**src/rtl/tcg_pkg.sv**
```systemverilog
// Shared constants and types for the dual-timer clock prescaler.
// Assumes the divided rates are powers of two taken from one counter.
package tcg_pkg;
    // Tick source select encoding.
    typedef enum logic [2:0] {
        CS_OFF      = 3'd0,
        CS_SYS      = 3'd1,
        CS_DIV8     = 3'd2,
        CS_DIV64    = 3'd3,
        CS_DIV256   = 3'd4,
        CS_DIV1024  = 3'd5,
        CS_EXT_FALL = 3'd6,
        CS_EXT_RISE = 3'd7
    } clk_sel_e;

    localparam int NUM_TAPS = 4;
    // log2 of each divided rate, in select order 2..5
    localparam int TAP_EXP [NUM_TAPS] = '{3, 6, 8, 10};
    localparam int MAX_EXP = 10;
endpackage

```
**src/rtl/tcg_ctrl_reg.sv**
```systemverilog
// Control register: hold-mode flag (bit 7), async reset (bit 1) and
// sync reset (bit 0). In hold mode 0 the reset bits last one cycle.
// Assumes writes are single-cycle strobes in the clk domain.
module tcg_ctrl_reg (
    input  logic       clk,
    input  logic       rst_n,
    input  logic       wr_en,
    input  logic [7:0] wdata,
    output logic [7:0] rdata,
    output logic       sync_clr,
    output logic       async_clr
);
    logic hold_mode;
    logic unused_wbits;

    assign unused_wbits = ^wdata[6:2];

    // Register update: write loads, otherwise self-clear unless holding.
    always_ff @(posedge clk) begin
        if (!rst_n) begin
            hold_mode <= 1'b0;
            async_clr <= 1'b0;
            sync_clr  <= 1'b0;
        end else if (wr_en) begin
            hold_mode <= wdata[7];
            async_clr <= wdata[1];
            sync_clr  <= wdata[0];
        end else if (!hold_mode) begin
            async_clr <= 1'b0;
            sync_clr  <= 1'b0;
        end
    end

    // Read view with reserved bits forced to zero.
    always_comb begin
        rdata = {hold_mode, 5'b00000, async_clr, sync_clr};
    end
endmodule

```
**src/rtl/tcg_prescaler.sv**
```systemverilog
// Shared free-running prescaler producing one-cycle taps at each
// divided rate. Assumes PRE_W covers the largest tap exponent.
module tcg_prescaler #(
    parameter int PRE_W = tcg_pkg::MAX_EXP
) (
    input  logic                         clk,
    input  logic                         rst_n,
    input  logic                         clr,
    output logic                         sys_tick,
    output logic [tcg_pkg::NUM_TAPS-1:0] tap_tick
);
    logic [PRE_W-1:0] cnt;

    // Counter: held at zero while cleared, free-running otherwise.
    always_ff @(posedge clk) begin
        if (!rst_n || clr) begin
            cnt <= '0;
        end else begin
            cnt <= cnt + 1'b1;
        end
    end

    // Undivided rate, silenced during clear.
    always_comb begin
        sys_tick = !clr;
    end

    // One tap per divided rate, pulsing when its low bits are all ones.
    for (genvar i = 0; i < tcg_pkg::NUM_TAPS; i++) begin : g_tap
        localparam int E = tcg_pkg::TAP_EXP[i];
        assign tap_tick[i] = !clr && (&cnt[E-1:0]);
    end
endmodule

```
**src/rtl/tcg_edge_det.sv**
```systemverilog
// Synchronizes the external pin and flags its rising and falling
// edges. Assumes each pin level lasts longer than one clk cycle.
module tcg_edge_det #(
    parameter int SYNC_STAGES = 2
) (
    input  logic clk,
    input  logic rst_n,
    input  logic pin,
    output logic rise,
    output logic fall
);
    logic [SYNC_STAGES:0] sh;

    // Synchronizer chain plus one delayed copy for comparison.
    always_ff @(posedge clk) begin
        if (!rst_n) begin
            sh <= '0;
        end else begin
            sh <= {sh[SYNC_STAGES-1:0], pin};
        end
    end

    // Edge flags from synchronized level against its delayed copy.
    always_comb begin
        rise = sh[SYNC_STAGES-1] && !sh[SYNC_STAGES];
        fall = !sh[SYNC_STAGES-1] && sh[SYNC_STAGES];
    end
endmodule

```
**src/rtl/tcg_tick_sel.sv**
```systemverilog
// Per-timer tick source multiplexer driven by a 3-bit select.
// Assumes all inputs are single-cycle pulses in the clk domain.
module tcg_tick_sel (
    input  logic                         sys_tick,
    input  logic [tcg_pkg::NUM_TAPS-1:0] tap_tick,
    input  logic                         ext_rise,
    input  logic                         ext_fall,
    input  logic [2:0]                   sel,
    output logic                         tick
);
    import tcg_pkg::*;

    // Decode the select into one tick source.
    always_comb begin
        case (clk_sel_e'(sel))
            CS_OFF:      tick = 1'b0;
            CS_SYS:      tick = sys_tick;
            CS_DIV8:     tick = tap_tick[0];
            CS_DIV64:    tick = tap_tick[1];
            CS_DIV256:   tick = tap_tick[2];
            CS_DIV1024:  tick = tap_tick[3];
            CS_EXT_FALL: tick = ext_fall;
            CS_EXT_RISE: tick = ext_rise;
            default:     tick = 1'b0;
        endcase
    end
endmodule

```
**src/rtl/tmr_clk_gen.sv**
```systemverilog
// Top: control register, shared prescaler, pin edge detector and one
// tick selector per timer. Assumes ext_pin stays below clk/2.5.
module tmr_clk_gen #(
    parameter int PRE_W       = tcg_pkg::MAX_EXP,
    parameter int SYNC_STAGES = 2
) (
    input  logic       clk,
    input  logic       rst_n,
    input  logic       reg_wr_en,
    input  logic [7:0] reg_wdata,
    output logic [7:0] reg_rdata,
    input  logic       ext_pin,
    input  logic [2:0] sel_a,
    input  logic [2:0] sel_b,
    output logic       tick_a,
    output logic       tick_b,
    output logic       async_hold
);
    localparam int NUM_TIMERS = 2;

    logic                         sync_clr;
    logic                         sys_tick;
    logic [tcg_pkg::NUM_TAPS-1:0] tap_tick;
    logic                         ext_rise;
    logic                         ext_fall;
    logic [2:0]                   sel_arr  [NUM_TIMERS];
    logic [NUM_TIMERS-1:0]        tick_arr;

    tcg_ctrl_reg u_ctrl (
        .clk       (clk),
        .rst_n     (rst_n),
        .wr_en     (reg_wr_en),
        .wdata     (reg_wdata),
        .rdata     (reg_rdata),
        .sync_clr  (sync_clr),
        .async_clr (async_hold)
    );

    tcg_prescaler #(.PRE_W(PRE_W)) u_pre (
        .clk      (clk),
        .rst_n    (rst_n),
        .clr      (sync_clr),
        .sys_tick (sys_tick),
        .tap_tick (tap_tick)
    );

    tcg_edge_det #(.SYNC_STAGES(SYNC_STAGES)) u_edge (
        .clk   (clk),
        .rst_n (rst_n),
        .pin   (ext_pin),
        .rise  (ext_rise),
        .fall  (ext_fall)
    );

    assign sel_arr[0] = sel_a;
    assign sel_arr[1] = sel_b;

    for (genvar t = 0; t < NUM_TIMERS; t++) begin : g_timer
        tcg_tick_sel u_sel (
            .sys_tick (sys_tick),
            .tap_tick (tap_tick),
            .ext_rise (ext_rise),
            .ext_fall (ext_fall),
            .sel      (sel_arr[t]),
            .tick     (tick_arr[t])
        );
    end

    assign tick_a = tick_arr[0];
    assign tick_b = tick_arr[1];
endmodule

```
**config.mk**
```make
export PLATFORM = sky130hd
export DESIGN_NAME = tmr_clk_gen
export DESIGN_NICKNAME = d
export VERILOG_FILES = /design/src/rtl/tcg_pkg.sv /design/src/rtl/tcg_ctrl_reg.sv /design/src/rtl/tcg_prescaler.sv /design/src/rtl/tcg_edge_det.sv /design/src/rtl/tcg_tick_sel.sv /design/src/rtl/tmr_clk_gen.sv
export SDC_FILE = /design/constraint.sdc
export NUM_CORES = 1
export LEC_CHECK = 0
export CORE_MARGIN = 4
export CORE_UTILIZATION = 40
export CTS_BUF_LIST = sky130_fd_sc_hd__clkbuf_4 sky130_fd_sc_hd__clkbuf_8
export CTS_CLUSTER_DIAMETER = 80
export DETAILED_ROUTE_END_ITERATION = 12
export PLACE_DENSITY = 0.69
export SETUP_SLACK_MARGIN = 0.3
export SYNTH_ARGS = -nofsm -noshare
export SYNTH_HDL_FRONTEND = slang
export SYNTH_SLANG_ARGS = --single-unit
```
**constraint.sdc**
```tcl
create_clock -name clk -period 2 [get_ports clk]
set_input_delay 0.6 -clock clk [delete_from_list [all_inputs] [get_ports clk]]
set_output_delay 0.6 -clock clk [all_outputs]
set_load 0.1 [all_outputs]
```
After elaboration in Yosys (flattened, before gate mapping)
Cells that the tools add are included.
{"block": "totals", "regBits": 16, "inputBits": 18}
{"block": "classes", "addsub": 1, "n_eq_ne": 15, "mux": 5, "reduce_logical": 17}
{"cell": "equality test 3 bit, second input constant", "count": 8}
{"cell": "one-hot mux 1 bit (8 select lines)", "count": 2}
{"cell": "equality test 3 x 2 -> 1 bit, second input constant", "count": 4}
{"cell": "adder 10 x 1 -> 10 bit, second input constant", "count": 1}
{"cell": "AND reduction 10 bit", "count": 1}
{"cell": "AND reduction 8 bit", "count": 1}
{"cell": "equality test 3 x 1 -> 1 bit, second input constant", "count": 2}
{"cell": "logical AND 1 bit", "count": 6}
{"cell": "logical NOT 3 bit", "count": 2}
{"cell": "AND reduction 6 bit", "count": 1}
{"cell": "logical NOT 1 bit", "count": 4}
{"cell": "2-to-1 mux 1 bit", "count": 3}
{"cell": "AND reduction 3 bit", "count": 1}
{"cell": "!= test 2 bit, second input constant", "count": 1}
{"cell": "logical OR 1 bit", "count": 1}

Depth between registers and ports, before layout
{"block": "depth", "word_depth": 3, "ltp_mapped": 6}

Cells and area by module
A second synthesis with hierarchy kept.
{"block": "unflattened", "hier_cells": 89, "area_unflattened_um2": 845.8}
{"mod": "tcg_prescaler", "instances": 1, "cells_per_inst": 50, "area_per_inst_um2": 454.2, "seq_area_each_um2": 200.2}
{"mod": "tcg_ctrl_reg", "instances": 1, "cells_per_inst": 21, "area_per_inst_um2": 172.7, "seq_area_each_um2": 60.1}
{"mod": "tcg_tick_sel", "instances": 2, "cells_per_inst": 5, "area_per_inst_um2": 63.8, "seq_area_each_um2": 0.0}
{"mod": "tcg_edge_det", "instances": 1, "cells_per_inst": 8, "area_per_inst_um2": 91.3, "seq_area_each_um2": 60.1}

Worst setup path before layout
No wires, ideal clock.
{"block": "synth_path", "kind": "flip-flop to output port", "from": "reg u_pre.cnt[0]", "to": "out tick_b", "arrival_time_ns": 3.164, "required_ns": 1.400, "setup_slack_ns": -1.764, "stages_incl_launch_ff": 6, "path_buffers": 0, "path_cell_list": "dfxtp_1 ha_1 nand3_1 o21ai_0 a21oi_1 o31ai_1"}
{"block": "synth_via", "elab_chain_len": 3}
{"element": "from (decl)", "line": "tcg_prescaler.sv:12", "source": "logic [PRE_W-1:0] cnt;"}
{"element": "from (signal assigned)", "line": "tcg_prescaler.sv:19", "source": "cnt <= cnt + 1'b1;"}
{"element": "AND reduction 10 bit (tied with other cells)", "line": "tcg_prescaler.sv:31", "source": "assign tap_tick[i] = !clr && (&cnt[E-1:0]);"}
{"element": "logical AND 1 bit", "line": "tcg_prescaler.sv:31"}
{"element": "one-hot mux 1 bit (8 select lines) *", "line": "tcg_tick_sel.sv:15", "source": "case (clk_sel_e'(sel))"}
{"element": "to (decl)", "line": "tmr_clk_gen.sv:16", "source": "output logic tick_b,"}
Every way passes the cells marked *; elsewhere a longest branch is shown, timed or not.

Final worst setup path
{"block": "layout_path", "from": "in sel_b[1]", "to": "out tick_b"}
{"block": "layout_via", "elab_chain_len": 2}
{"element": "from (decl)", "line": "tmr_clk_gen.sv:14", "source": "input logic [2:0] sel_b,"}
{"element": "equality test 3 bit (tied with other cells)", "line": "tcg_tick_sel.sv:15"}
{"element": "one-hot mux 1 bit (8 select lines) *", "line": "tcg_tick_sel.sv:15"}
Marks and branches as above.

==> qor.tcl <==
set qor(crit_path_time_final_ps) 2194
set qor(rows) 15
set qor(number_of_unique_standard_cell_types_used_by_synthesis) 29
set qor(ctsRootBufferMaster) {sky130_fd_sc_hd__clkbuf_4}
set qor(synth_warnings) 0
set qor(crit_fanout) 4
set qor(run_status) {complete, but fails checks}
set qor(failed_checks) {setup timing}
set qor(finalHoldViolCount) 0
set qor(p_leak_uw) 0.0004518
set qor(floorplan.die_area_um2) 2723
set qor(initial_core_util_pct) 43.79
set qor(synth.yosys.seq_area_share_pct) 41.03
set qor(worstPathRequired_ps) 1400
set qor(clock_path_buffers) 2
set qor(routabilityCongestion) 0.7516
set qor(area_growth_syn_to_layout_pct) 53.85
set qor(grt_setup_unrepaired) {yes}
set qor(chipHeight_um) 52.18
set qor(globalRouteOverflowTotal) 0
set qor(floorplan.die.width_um) 52.18
set qor(avgViaCountPerCell) 4.872
set qor(initialDrtViolationCount) 7
set qor(grt_start_max_net_pins) 11
set qor(antenna_cells) 0
set qor(postLayoutSetupSlackWorst_ps) -193.7
set qor(setup_viol) 2
set qor(fin_setup_tns_ps) -373.1
set qor(layout_worst_path_cycle_share_pct) 109.7
set qor(share_of_final_layout_standard_cells_stronger_than_drive_strength_1_pct) 33.62
set qor(total_power_uw) 746.0
set qor(crit_path_dat_ps) 1590
set qor(antenna_violating_nets_post_route) 0
set qor(cts_max_level) 1
set qor(drv_slew) 0
set qor(groute.usage.overall_pct) 13.76
set qor(crit_path_end_kind) {primary output}
set qor(drt_pass1_iterations) 2
set qor(cts.sinks) 16
set qor(cts_inserted_buffers) 3
set qor(port-buffer-count) 18
set qor(syn-instance-count) 92
set qor(critPathLaunchType) {input pin}
set qor(remaining_drc_errors) 0
set qor(power-per-cell-area_nw_per_um2) 621.1
set qor(final_core_util_pct) 67.37
set qor(core-area_um2) 1783
set qor(finalWirelength_mm) 1.606
set qor(path_class) {input pin to primary output}
set qor(average_cell_area_after_synthesis_um2) 8.486
set qor(worst_hold_class) {register to register}
set qor(synth.cell_area_um2) 780.7
set qor(num-nets-final) 137
set qor(clock_latency_ps) 280
set qor(skew_ps) 1.233
set qor(path_clk_slew_ps) 90
set qor(postSynthRegisterBits) 16
set qor(grt_pass1_vias) 679
set qor(largest_voltage_drop_on_the_vdd_net_mv) 0.4721
set qor(cts_tree) {yes}
set qor(antenna_found_initial) 0
set qor(dr_total_vias) 687
set qor(grt_pass1_wl_mm) 2.766
set qor(io_pins) 29
set qor(timing.max_cap.violations) 0
set qor(dp_hpwl_mm) 1.249
set qor(post_drt_wl_per_cell_um) 11.39
set qor(maxClockFrequency_mhz) 455.8
[worst paths after layout]
path	from	end	slack, ps	cells past startpoint
setup / recovery	sel_b[1]	tick_b	-190	6
hold / removal	u_edge.sh[0]	u_edge.sh[1]	450	1
setup reg to reg	u_pre.cnt[2]	u_pre.cnt[9]	580	4
hold reg to reg	u_edge.sh[0]	u_edge.sh[1]	450	1
[power breakdown]
| part | switching (uW) | total, uW | internal, uW | leakage [uW] |
|---|---|---|---|---|
| clock network | 97.1 | 208 | 111 | 0.0000210 |
| logic | 125 | 196 | 71.1 | 0.000299 |
| registers | 11.9 | 342 | 330 | 0.000132 |
[registers in the layout (all words and copies together), names as in the netlist]
signal / flops
u_pre.cnt: 10
u_ctrl.async_clr: 1
u_ctrl.sync_clr: 1
u_edge.sh: 3
u_ctrl.hold_mode: 1
[area by class of cell]
class,count,area (um2)
inverter,4,15.01
fill,145,581.8
sequential,16,326.6
tap,25,31.28
clock buffer,4,36.28
multi-input combinational,67,509.2
timing repair buffer,25,282.8
[per-stage QoR]
stage | setup slack (ps) | instance area, um2 | cells | hold slack [ps]
floorplan | -292.5 | 867.1 | 96 | 411.8
global placement | -529.4 | 1112 | 135 | 415.8
detailed placement | -544.3 | 1112 | 135 | 433.3
CTS | -194.8 | 1176 | 141 | 455.2
global route | -265.2 | 1201 | 141 | 476.6
finish | -193.7 | 1201 | 141 | 448.7
[routing by layer]
| metal | vias up | GRT usage [%] | share of wire [%] |
|---|---|---|---|
| li1 | 350 | - | - |
| met1 | 314 | 15.71 | 42 |
| met2 | 18 | 22.80 | 49 |
| met3 | 5 | 3.989 | 6.6 |
| met4 | 0 | 7.660 | 2.4 |
| met5 | - | 0 | 0 |
[cell usage after synthesis, drive strengths merged]
| master | instances | area, um2 |
|---|---|---|
| nor2b | 1 | 6.260 |
| nand2 | 8 | 30.03 |
| and2 | 5 | 31.28 |
| nand3 | 2 | 10.01 |
| conb | 1 | 3.750 |
| or3 | 1 | 6.260 |
| o211ai | 1 | 7.510 |
| mux2i | 1 | 10.01 |
| xnor2 | 1 | 8.760 |
| nand4 | 2 | 12.51 |
| xor2 | 5 | 43.79 |
| and4 | 1 | 8.760 |
| nor3 | 1 | 5.000 |
| o21ai | 6 | 30.03 |
| a21oi | 3 | 15.01 |
| buf | 8 | 60.06 |
| or3b | 1 | 8.760 |
| nand3b | 2 | 15.01 |
| o31ai | 1 | 7.510 |
| clkbuf | 1 | 3.750 |
| a211oi | 1 | 7.510 |
| nor2 | 11 | 41.29 |
| a32oi | 1 | 8.760 |
| dfxtp | 16 | 320.3 |
| inv | 4 | 15.01 |
| nand2b | 2 | 12.51 |
| ha | 2 | 25.02 |
| a22o | 2 | 17.52 |
| a2111oi | 1 | 8.760 |
[critical path: stages]
cell and delay [ps]:
sky130_fd_sc_hd__clkdlybuf4s15_1 260, sky130_fd_sc_hd__buf_4 180, sky130_fd_sc_hd__o21ai_2 50, sky130_fd_sc_hd__a21oi_2 80, sky130_fd_sc_hd__o31ai_4 210, sky130_fd_sc_hd__buf_12 210
[cell usage in the layout (no fill, tap or decap), types with 3 or more instances in the layout]
master and instances:
sky130_fd_sc_hd__nor2_1 9, sky130_fd_sc_hd__dfxtp_1 11, sky130_fd_sc_hd__buf_12 6, sky130_fd_sc_hd__clkdlybuf4s50_1 7, sky130_fd_sc_hd__dfxtp_2 5, sky130_fd_sc_hd__inv_1 4
sky130_fd_sc_hd__xor2_1 5, sky130_fd_sc_hd__nand2_1 8, sky130_fd_sc_hd__clkbuf_4 3, sky130_fd_sc_hd__conb_1 5, sky130_fd_sc_hd__and2_1 5, sky130_fd_sc_hd__buf_4 7
sky130_fd_sc_hd__o21ai_0 4
[what timing repair did]
action,4_1_cts,5_1_grt
setup buffers,2,0
gates resized for setup,20,5
hold buffers,0,0
pin swaps,5,0
setup endpoints to repair,2,2
[kinds of logic (layout without fill, tap and decap cells)]
family          count (synthesis)  count (layout)  share of synthesized area [%]
flops                          16              16                          41.03
fa+ha+maj                       2               2                          3.205
simple gates                   37              37                          24.04
buf+inv                        13              33                          10.10
compound gates                 16              16                          13.14
xor+xnor                        6               6                          6.731
other cells                     1               5                         0.4803
mux                             1               1                          1.282
Note: power is estimated with default switching activity, not from simulation.
